`src/rtl/icc_pkg.sv`:
```
package icc_pkg;
    localparam int CTRL_W   = 8;
    localparam int CLR_BIT  = 0;
    localparam int ACK_BIT  = 1;
    localparam int SUSP_BIT = 2;
    localparam int MOE_BIT  = 3;

    typedef struct packed {
        logic moe;
        logic susp;
        logic ack;
        logic clr;
    } ctrl_t;
endpackage

```
`src/rtl/icc_ctrl_reg.sv`:
```
module icc_ctrl_reg
    import icc_pkg::*;
#(
    parameter int DATA_W = CTRL_W
) (
    input  logic              clk,
    input  logic              rst_n,
    input  logic              wr_en,
    input  logic [DATA_W-1:0] wr_data,
    output ctrl_t             ctrl,
    output logic              ack_flip
);
    typedef struct packed {
        ctrl_t c;
    } reg_state_t;

    reg_state_t st_d, st_q;

    always_comb begin
        st_d     = st_q;
        ack_flip = 1'b0;
        if (wr_en) begin
            ack_flip    = wr_data[ACK_BIT] != st_q.c.ack;
            st_d.c.clr  = wr_data[CLR_BIT];
            st_d.c.ack  = wr_data[ACK_BIT];
            st_d.c.susp = wr_data[SUSP_BIT];
            st_d.c.moe  = wr_data[MOE_BIT];
        end
    end

    always_ff @(posedge clk or negedge rst_n) begin
        if (!rst_n) st_q <= '0;
        else        st_q <= st_d;
    end

    assign ctrl = st_q.c;
endmodule

```
`src/rtl/icc_irq_pend.sv`:
```
module icc_irq_pend #(
    parameter int NUM_SRC = 8
) (
    input  logic               clk,
    input  logic               rst_n,
    input  logic [NUM_SRC-1:0] src,
    input  logic               suspend,
    input  logic               ack_flip,
    output logic               pending
);
    typedef struct packed {
        logic pend;
    } pend_state_t;

    pend_state_t st_d, st_q;
    logic        evt;

    always_comb begin
        st_d = st_q;
        evt  = !suspend && (|src);
        if (evt)           st_d.pend = 1'b1;
        else if (ack_flip) st_d.pend = 1'b0;
    end

    always_ff @(posedge clk or negedge rst_n) begin
        if (!rst_n) st_q <= '0;
        else        st_q <= st_d;
    end

    assign pending = st_q.pend;
endmodule

```
`src/rtl/icc_oe_gate.sv`:
```
module icc_oe_gate #(
    parameter int NUM_STRM = 2
) (
    input  logic                master,
    input  logic [NUM_STRM-1:0] strm_en,
    output logic [NUM_STRM-1:0] strm_oe
);
    for (genvar i = 0; i < NUM_STRM; i++) begin : g_strm
        assign strm_oe[i] = master & strm_en[i];
    end
endmodule

```
`src/rtl/icc_ctrl.sv`:
```
module icc_ctrl
    import icc_pkg::*;
#(
    parameter int DATA_W   = CTRL_W,
    parameter int NUM_SRC  = 8,
    parameter int NUM_STRM = 2
) (
    input  logic                clk,
    input  logic                rst_n,
    input  logic                wr_en,
    input  logic [DATA_W-1:0]   wr_data,
    input  logic [NUM_SRC-1:0]  irq_src,
    input  logic [NUM_STRM-1:0] strm_en,
    output logic                irq_n,
    output logic                irq_oe,
    output logic                irq_pending,
    output logic                cnt_clr,
    output logic [NUM_STRM-1:0] strm_oe
);
    ctrl_t ctrl;
    logic  ack_flip;

    icc_ctrl_reg #(.DATA_W(DATA_W)) u_reg (
        .clk      (clk),
        .rst_n    (rst_n),
        .wr_en    (wr_en),
        .wr_data  (wr_data),
        .ctrl     (ctrl),
        .ack_flip (ack_flip)
    );

    icc_irq_pend #(.NUM_SRC(NUM_SRC)) u_pend (
        .clk      (clk),
        .rst_n    (rst_n),
        .src      (irq_src),
        .suspend  (ctrl.susp),
        .ack_flip (ack_flip),
        .pending  (irq_pending)
    );

    icc_oe_gate #(.NUM_STRM(NUM_STRM)) u_gate (
        .master  (ctrl.moe),
        .strm_en (strm_en),
        .strm_oe (strm_oe)
    );

    assign irq_n   = ~irq_pending;
    assign irq_oe  = ~ctrl.susp;
    assign cnt_clr = ctrl.clr;
endmodule

```
`config.mk`:
```
export PLATFORM = sky130hd
export DESIGN_NAME = icc_ctrl
export DESIGN_NICKNAME = d
export VERILOG_FILES = /design/src/rtl/icc_pkg.sv /design/src/rtl/icc_ctrl_reg.sv /design/src/rtl/icc_irq_pend.sv /design/src/rtl/icc_oe_gate.sv /design/src/rtl/icc_ctrl.sv
export SDC_FILE = /design/constraint.sdc
export NUM_CORES = 1
export LEC_CHECK = 0
export BUFFER_PORTS_ARGS = -buffer_cell sky130_fd_sc_hd__buf_2
export CAP_MARGIN = 0
export CORE_AREA = 2 2 39 41
export DETAILED_ROUTE_END_ITERATION = 7
export DIE_AREA = 0 0 41 43
export MAX_ROUTING_LAYER = met4
export PLACE_DENSITY = 0.51
export SLEW_MARGIN = 20
export SYNTH_ARGS = -nofsm -noshare
export SYNTH_HDL_FRONTEND = slang
export SYNTH_SLANG_ARGS = --single-unit
```
`constraint.sdc`:
```
create_clock -name clk -period 1 [get_ports clk]
set_input_delay 0.05 -clock clk [delete_from_list [all_inputs] [get_ports clk]]
set_output_delay 0.05 -clock clk [all_outputs]
set_load 0.02 [all_outputs]
```
After elaboration in Yosys (flattened, before gate mapping)

Index checks and enable logic that the tools add are counted.

ROM bits: 0
Word-level logic and storage cells: 17
Bits in writable memories: 0
Output and inout port bits: 6
Register bits: 5
Input port bits: 21
Memories: 0
Latch bits: 0

Bitwise gates (word level): 4
Reductions and logical operators: 4
Equality and inequality tests: 1
Div/mod/pow operators: 0
Add/subtract/negate cells: 0
Multipliers: 0
Muxes and demuxes: 3
Shifts and indexed selects: 0
Order comparisons: 0

Operators with widths:

| operator           | count |
|---|---|
| 8-bit OR reduction | 1 |
| 1-bit two-way mux  | 3 |
| 1-bit bitwise AND  | 2 |
| 1-bit inverter     | 2 |
| 2-bit nonzero test | 1 |
| 1-bit logical AND  | 1 |
| 1-bit zero test    | 1 |
| 1-bit != test      | 1 |

Depth between registers and ports, before layout

Gate-level depths: netlist of run 1.

Depth in word-level cells: 4
Gate-level depth with buffers: 3
Mapped depth without buffers: 3

Cells and area by module

Synthesis of run 1 repeated with hierarchy kept, for this count alone.

Cell total of the unflattened synthesis: 20
Area, all modules: 235.2 µm²

Modules (own cells, without submodules):

| module       | cells each | area an instance (µm²) | instances | seq. area each (µm²) |
|---|---|---|---|---|
| icc_ctrl_reg | 10         | 161.4                  | 1         | 100.1 |
| icc_irq_pend | 6          | 53.8                   | 1         | 25.0 |
| icc_oe_gate  | 2          | 12.5                   | 1         | 0.0 |
| icc_ctrl     | 2          | 7.5                    | 1         | 0.0 |

Worst setup path before layout of run 1

No wires, ideal clock.

Path kind: register to register
Start: register, netlist name u_pend.pending
End: register u_pend.st_q, in the netlist u_pend.pending
Period minus slack after synthesis: 0.990 ns
Setup time: 0.124 ns
Arrival: 0.866 ns
Path slack: 0.010 ns
Stages on the path, launching flop included: 4
Required time: 0.876 ns
Path buffers: 0
Cells stage by stage: dfrtp_1 -> inv_1 -> a21oi_1 -> or2_1

RTL lines:

| item                   | line               | text |
|---|---|---|
| end signal: assignment | icc_irq_pend.sv:27 | `else st_q <= st_d;` |
| end: declaration       | icc_irq_pend.sv:15 | `pend_state_t st_d, st_q;` |

Worst setup path in the final report of run 1

Start: register u_reg.st_q, in the netlist u_reg.ctrl[3]
End: output port strm_oe[1]

Cells in the longest elaborated chain, start to end: 1

RTL lines:

| item                     | line               | text |
|---|---|---|
| start: declaration       | icc_ctrl_reg.sv:17 | `reg_state_t st_d, st_q;` |
| start signal: assignment | icc_ctrl_reg.sv:33 | `else st_q <= st_d;` |
| 1-bit bitwise AND        | icc_oe_gate.sv:9   | `assign strm_oe[i] = master & strm_en[i];` |
| end: declaration         | icc_ctrl.sv:18     | `output logic [NUM_STRM-1:0] strm_oe` |

Every way passes these cells.

==> results of run 1 <==
[kinds of logic (layout without fill, tap and decap cells)]
group | Yosys count | count (layout)
XOR/XNOR | 1 | 1
multiplexers | 3 | 3
flip-flops | 5 | 5
AND/OR/NAND/NOR | 6 | 6
buffers and inverters | 2 | 29
AO/OA/AOI/OAI | 3 | 3
[Yosys cell counts]
master	count	area [um^2]
nor4_2	2	25.0
mux2_2	3	33.8
dfrtp_1	5	125
a21oi_1	2	10.0
xor2_1	1	8.76
and2_1	2	12.5
inv_1	2	7.51
nand2_1	1	3.75
o21ai_0	1	5.00
or2_1	1	6.26
[power by group through the flow]
stage	sequential (mW)	combinational (mW)	clock, mW
finish	0.233	0.140	0.237
global route	0.235	0.154	0.271
CTS	0.233	0.134	0.250
detailed placement	0.236	0.130	0
global placement	0.235	0.128	0
floorplan	0.245	0.0541	0
[through the flow]
step           power [mW]  cells  hold slack, ps  utilization  area [um^2]
6_report            0.610     63            14.0        0.301          417
5_1_grt             0.659     63            5.23        0.301          417
3_3_place_gp        0.363     58            -126        0.266          368
2_1_floorplan       0.299     20            -246            -          238
3_5_place_dp        0.366     58            -123        0.266          368
4_1_cts             0.617     63            6.93        0.292          404
[path summary, 6_finish.rpt]
kind / start / to / depth (start not counted) / slack (ps)
setup / recovery: u_reg.ctrl[3]$_DFFE_PN0P_ / strm_oe[1] / 2 / 60
hold / removal: wr_data[2] / u_reg.ctrl[2]$_DFFE_PN0P_ / 3 / 10
setup reg to reg: u_reg.ctrl[1]$_DFFE_PN0P_ / u_pend.pending$_DFFE_PN0P_ / 3 / 90
hold reg to reg: u_reg.ctrl[0]$_DFFE_PN0P_ / u_reg.ctrl[0]$_DFFE_PN0P_ / 1 / 520
max in group asynchronous: rst_n / u_reg.ctrl[0]$_DFFE_PN0P_ / 2 / 700
min in group asynchronous: rst_n / u_reg.ctrl[3]$_DFFE_PN0P_ / 2 / 160
[what timing repair did]
item / 4_1_cts / 5_1_grt
endpoints found under the setup margin: 0 / 2
hold buffers: 1 / 0
resized for setup: 0 / 4
hold endpoints to repair: 5 / 0
[worst min-delay path, cell delays in order]
cell and delay [ps]:
buf_2 80, nand2_1 40, o21ai_0 50
[state kept, by name, summed over array words and instances (netlist names)]
signal          cells
u_pend.pending      1
u_reg.ctrl          4
[cell type report]
class	instances	area [um^2]
sequential	5	125
inverter	2	7.51
timing repair buffer	23	133
tap	16	20.0
multi-input combinational	13	105
fill	152	967
clock buffer	4	26.3
[routing by layer]
metal,GRT usage,share of wire,routed length [um],up-vias
met3,0.0628,0.13,78,2
li1,-,-,-,123
met5,-,0,0,-
met4,0.0600,0.014,8,0
met1,0.0945,0.45,264,93
met2,0.0938,0.40,230,19
==> results.yml, run 1 <==
synthesis:
  syn-num-nets: 41
  synth_seq_cells: 5
  syn_inst: 20
  yosys_warnings: 0
  syn_area_um2: 238
  synthMuxAreaShare: 0.142
  ys_seq_area_frac: 0.526
  synthSimpleGateAreaFrac: 0.200
  synth_compound_area_frac: 0.0632
  synth_top_family_by_area: "simple AND/OR/NAND/NOR gates"
  synth.avg_cell_area_um2: 11.9
  ys_types: 10
  synth_fa_ha_area_frac: 0
  synth_xor_area_frac: 0.0368
sta:
  setup_slack_ps: 59.7
  worstMarginPinSlew_ps: 203
  fmax_ghz: 1.06
  final_hold_viol_count: 0
  setup_tns_ps: 0
  drv_slew: 0
  fin_worst_skew_ps: 3.68
  rsz0062_at_grt: "yes"
  final.period_utilization: 0.940
  setup_viol: 0
  finalCriticalPeriod_ps: 940
  slew_headroom: 0.864
power_and_ir_drop:
  cellPowerDensity_nw_per_um2: 1460
  netSwitchingPower_uw: 166
  clkPwrFrac: 0.389
  switching_share: 0.271
  p_int_uw: 445
  pwr-share-comb: 0.230
  ir_drop_mv: 0.622
  pwr-share-seq: 0.381
  power_leakage_nw: 0.211
setup_path:
  cp_cell_sequence: "and2_1, buf_6"
  path_delay_family: "flip-flops"
  cp_num_buf_inv: 1
  crit_type: "register to primary output"
  slowest_delay_ps: 380
  end_kind: "primary output"
  cp_data_required_time_ps: 950
  critPathLaunchType: "register"
  cpMaxStageDelayCell: "dfrtp_1"
  cp_max_fo: 3
  crit_arrival_ps: 890
floorplanning:
  dieArea_um2: 1760
  num_rows: 14
  ioPinCount: 27
  fp.coreArea_um2: 1380
  die_width_um: 41
  dieHeight_um: 43
  initial_core_util: 0.172
grt:
  grt_use_total: 0.0826
  grt_pass1_wl_um: 848
  grt_start_max_net_pins: 7
  grt_overflow_total: 0
  antenna_found_initial: 0
  grt_pass1_vias: 202
outcome:
  status: "completed"
final_layout:
  syn2layout_area_growth_pct: 75.3
  final_cell_mix: "20 x buf_2, 5 x dfrtp_1, 3 x mux2_2, 3 x clkbuf_4"
  layout_commonest_cell: "buf_2"
  drive_above_1_share: 0.638
  nNetsFinal: 69
  n_antenna_cell: 0
clocking:
  clock_latency_ps: 240
  clock-sinks: 5
  clk_pin_slew_ps: 50
  cts_setup_buffers: 0
  root_buffer: "clkbuf_4"
  clock_path_buffers: 2
  htree_num_levels: 1
  cts_buffers: 3
  cts_tree: "built"
drt:
  first_iter_violations: 1
  viasPerCell: 3.76
  wl_per_cell_um: 9.22
  vias: 237
  drc: 0
  drt_wl_total_um: 581
  firstDrtPassIters: 2
  antenna_left: 0
placed_design:
  hpwl_um: 463
  numPortBuffers: 22
  place_ws_ps: 91.1
  gp_congestion: 0.557
job:
  cap_violations: 0
min_path:
  hold_class: "input port to register"
(Power assumes the default switching activity.)
==> run 2: changes to the inputs <==
Settings changed: PLACE_DENSITY 0.51 to default.
==> results.yml, run 2 (synthesis gave the netlist of run 1 again) <==
power_and_ir_drop:
  pwr-share-seq: 0.393
  p_int_uw: 437
  power_leakage_nw: 0.208
  pwr-share-comb: 0.222
  cellPowerDensity_nw_per_um2: 1460
  netSwitchingPower_uw: 154
  ir_drop_mv: 1.10
  clkPwrFrac: 0.384
  switching_share: 0.261
grt:
  grt_overflow_total: 0
  antenna_found_initial: 0
  grt_start_max_net_pins: 7
  grt_pass1_wl_um: 869
  grt_pass1_vias: 258
  grt_use_total: 0.0776
setup_path:
  rr_endpoint: "u_pend.pending$_DFFE_PN0P_"
  reg2reg_depth: 3
  timing.reg2reg.setup_slack_ps: 70
  cp_data_required_time_ps: 950
  crit_type: "register to primary output"
  end_kind: "primary output"
  cp_max_fo: 3
  timing.rr.start: "u_reg.ctrl[1]$_DFFE_PN0P_"
  crit_arrival_ps: 900
  critPathLaunchType: "register"
clocking:
  clock_latency_ps: 240
  clk_pin_slew_ps: 40
  cts_setup_buffers: 0
  root_buffer: "clkbuf_4"
  cts_buffers: 3
  post_cts_resized: 0
  clock_path_buffers: 2
  clock-sinks: 5
  htree_num_levels: 1
  cts_tree: "built"
placed_design:
  dp.cells: 58
  place_ws_ps: 86.3
  numPortBuffers: 22
  placed_area_um2: 368
  gp_congestion: 0.635
  hpwl_um: 498
sta:
  worstMarginPinSlew_ps: 203
  finalCriticalPeriod_ps: 953
  final_hold_viol_count: 0
  setup_tns_ps: 0
  final.period_utilization: 0.953
  setup_slack_ps: 46.7
  fmax_ghz: 1.05
  fin_worst_skew_ps: 3.29
  slew_headroom: 0.863
  drv_slew: 0
  setup_viol: 0
  rsz0062_at_grt: "no"
outcome:
  status: "completed"
min_path:
  hold_depth: 3
  min-delay-start: "wr_data[2]"
  min_to: "u_reg.ctrl[2]$_DFFE_PN0P_"
  hold_class: "input port to register"
drt:
  drt_wl_total_um: 561
  vias: 240
  firstDrtPassIters: 2
  viasPerCell: 3.81
  wl_per_cell_um: 8.90
  first_iter_violations: 2
  drc: 0
  antenna_left: 0
final_layout:
  design_area_um2: 404
  post-route-util: 0.292
  seq_area_um2: 125
  final_cell_mix: "22 x buf_2, 5 x dfrtp_1, 3 x mux2_2, 3 x clkbuf_4"
  fillCellCount: 155
  n_antenna_cell: 0
  largest_reg_flops: 4
  syn2layout_area_growth_pct: 70.0
  drive_above_1_share: 0.638
  nNetsFinal: 69
  layout_commonest_cell: "buf_2"
  finalNonFillerCells: 63
  multi_input_area_um2: 105
floorplanning:
  ioPinCount: 27
  dieHeight_um: 43
  fp.coreArea_um2: 1380
  die_width_um: 41
  initial_core_util: 0.172
  num_rows: 14
  dieArea_um2: 1760
job:
  cap_violations: 0
[run 2: cell counts in the layout (fill, tap and decap cells not counted)]
Identical to the previous run, type by type.
[run 2: critical path, cell delays in order, from the launching register on]
cell	delay, ps
dfrtp_1	370
and2_1	150
buf_2	150
[run 2: timing repair]
item,4_1_cts,5_1_grt
endpoints found under the hold margin,5,0
setup endpoints to repair,0,0
hold buffers,1,0
[run 2: power groups by stage]
| stage | Sequential [mW] | Combinational (mW) | Clock, mW |
|---|---|---|---|
| finish | 0.232 | 0.131 | 0.227 |
| global route | 0.234 | 0.144 | 0.251 |
| CTS | 0.233 | 0.135 | 0.237 |
| detailed placement | 0.236 | 0.131 | 0 |
| global placement | 0.235 | 0.129 | 0 |
| floorplan | 0.245 | 0.0541 | 0 |
[run 2: worst max-delay path by stage]
stage               depth (start not counted)                  startpoint  slack [ps]                          to
floorplan                                   3  u_pend.pending$_DFFE_PN0P_          10  u_pend.pending$_DFFE_PN0P_
global placement                            3   u_reg.ctrl[1]$_DFFE_PN0P_          90  u_pend.pending$_DFFE_PN0P_
detailed placement                          3   u_reg.ctrl[1]$_DFFE_PN0P_          90  u_pend.pending$_DFFE_PN0P_
CTS                                         2   u_reg.ctrl[3]$_DFFE_PN0P_          30                  strm_oe[0]
finish                                      2   u_reg.ctrl[3]$_DFFE_PN0P_          50                  strm_oe[0]
global route                                2   u_reg.ctrl[3]$_DFFE_PN0P_           2                  strm_oe[0]
[run 2: metrics by stage]
stage	hold slack (ps)	power, mW
CTS	20.8	0.604
global route	18.9	0.630
detailed placement	-129	0.367
finish	20.1	0.591
floorplan	-246	0.299
global placement	-128	0.365
[run 2: layer usage]
layer  share of wire  up-vias  GRT usage
met5               0        -          -
met4               0        0     0.0200
met3            0.18        0     0.0628
met2            0.47       19      0.122
met1            0.35       99     0.0689
li1                -      122          -
[run 2: area by class of cell]
type,instances,share of cell area
repair buffers,23,0.297
flip-flops and latches,5,0.310
well taps,16,0.0495
multi-input cells,13,0.260
clock buffers,4,0.0650
inverters,2,0.0186
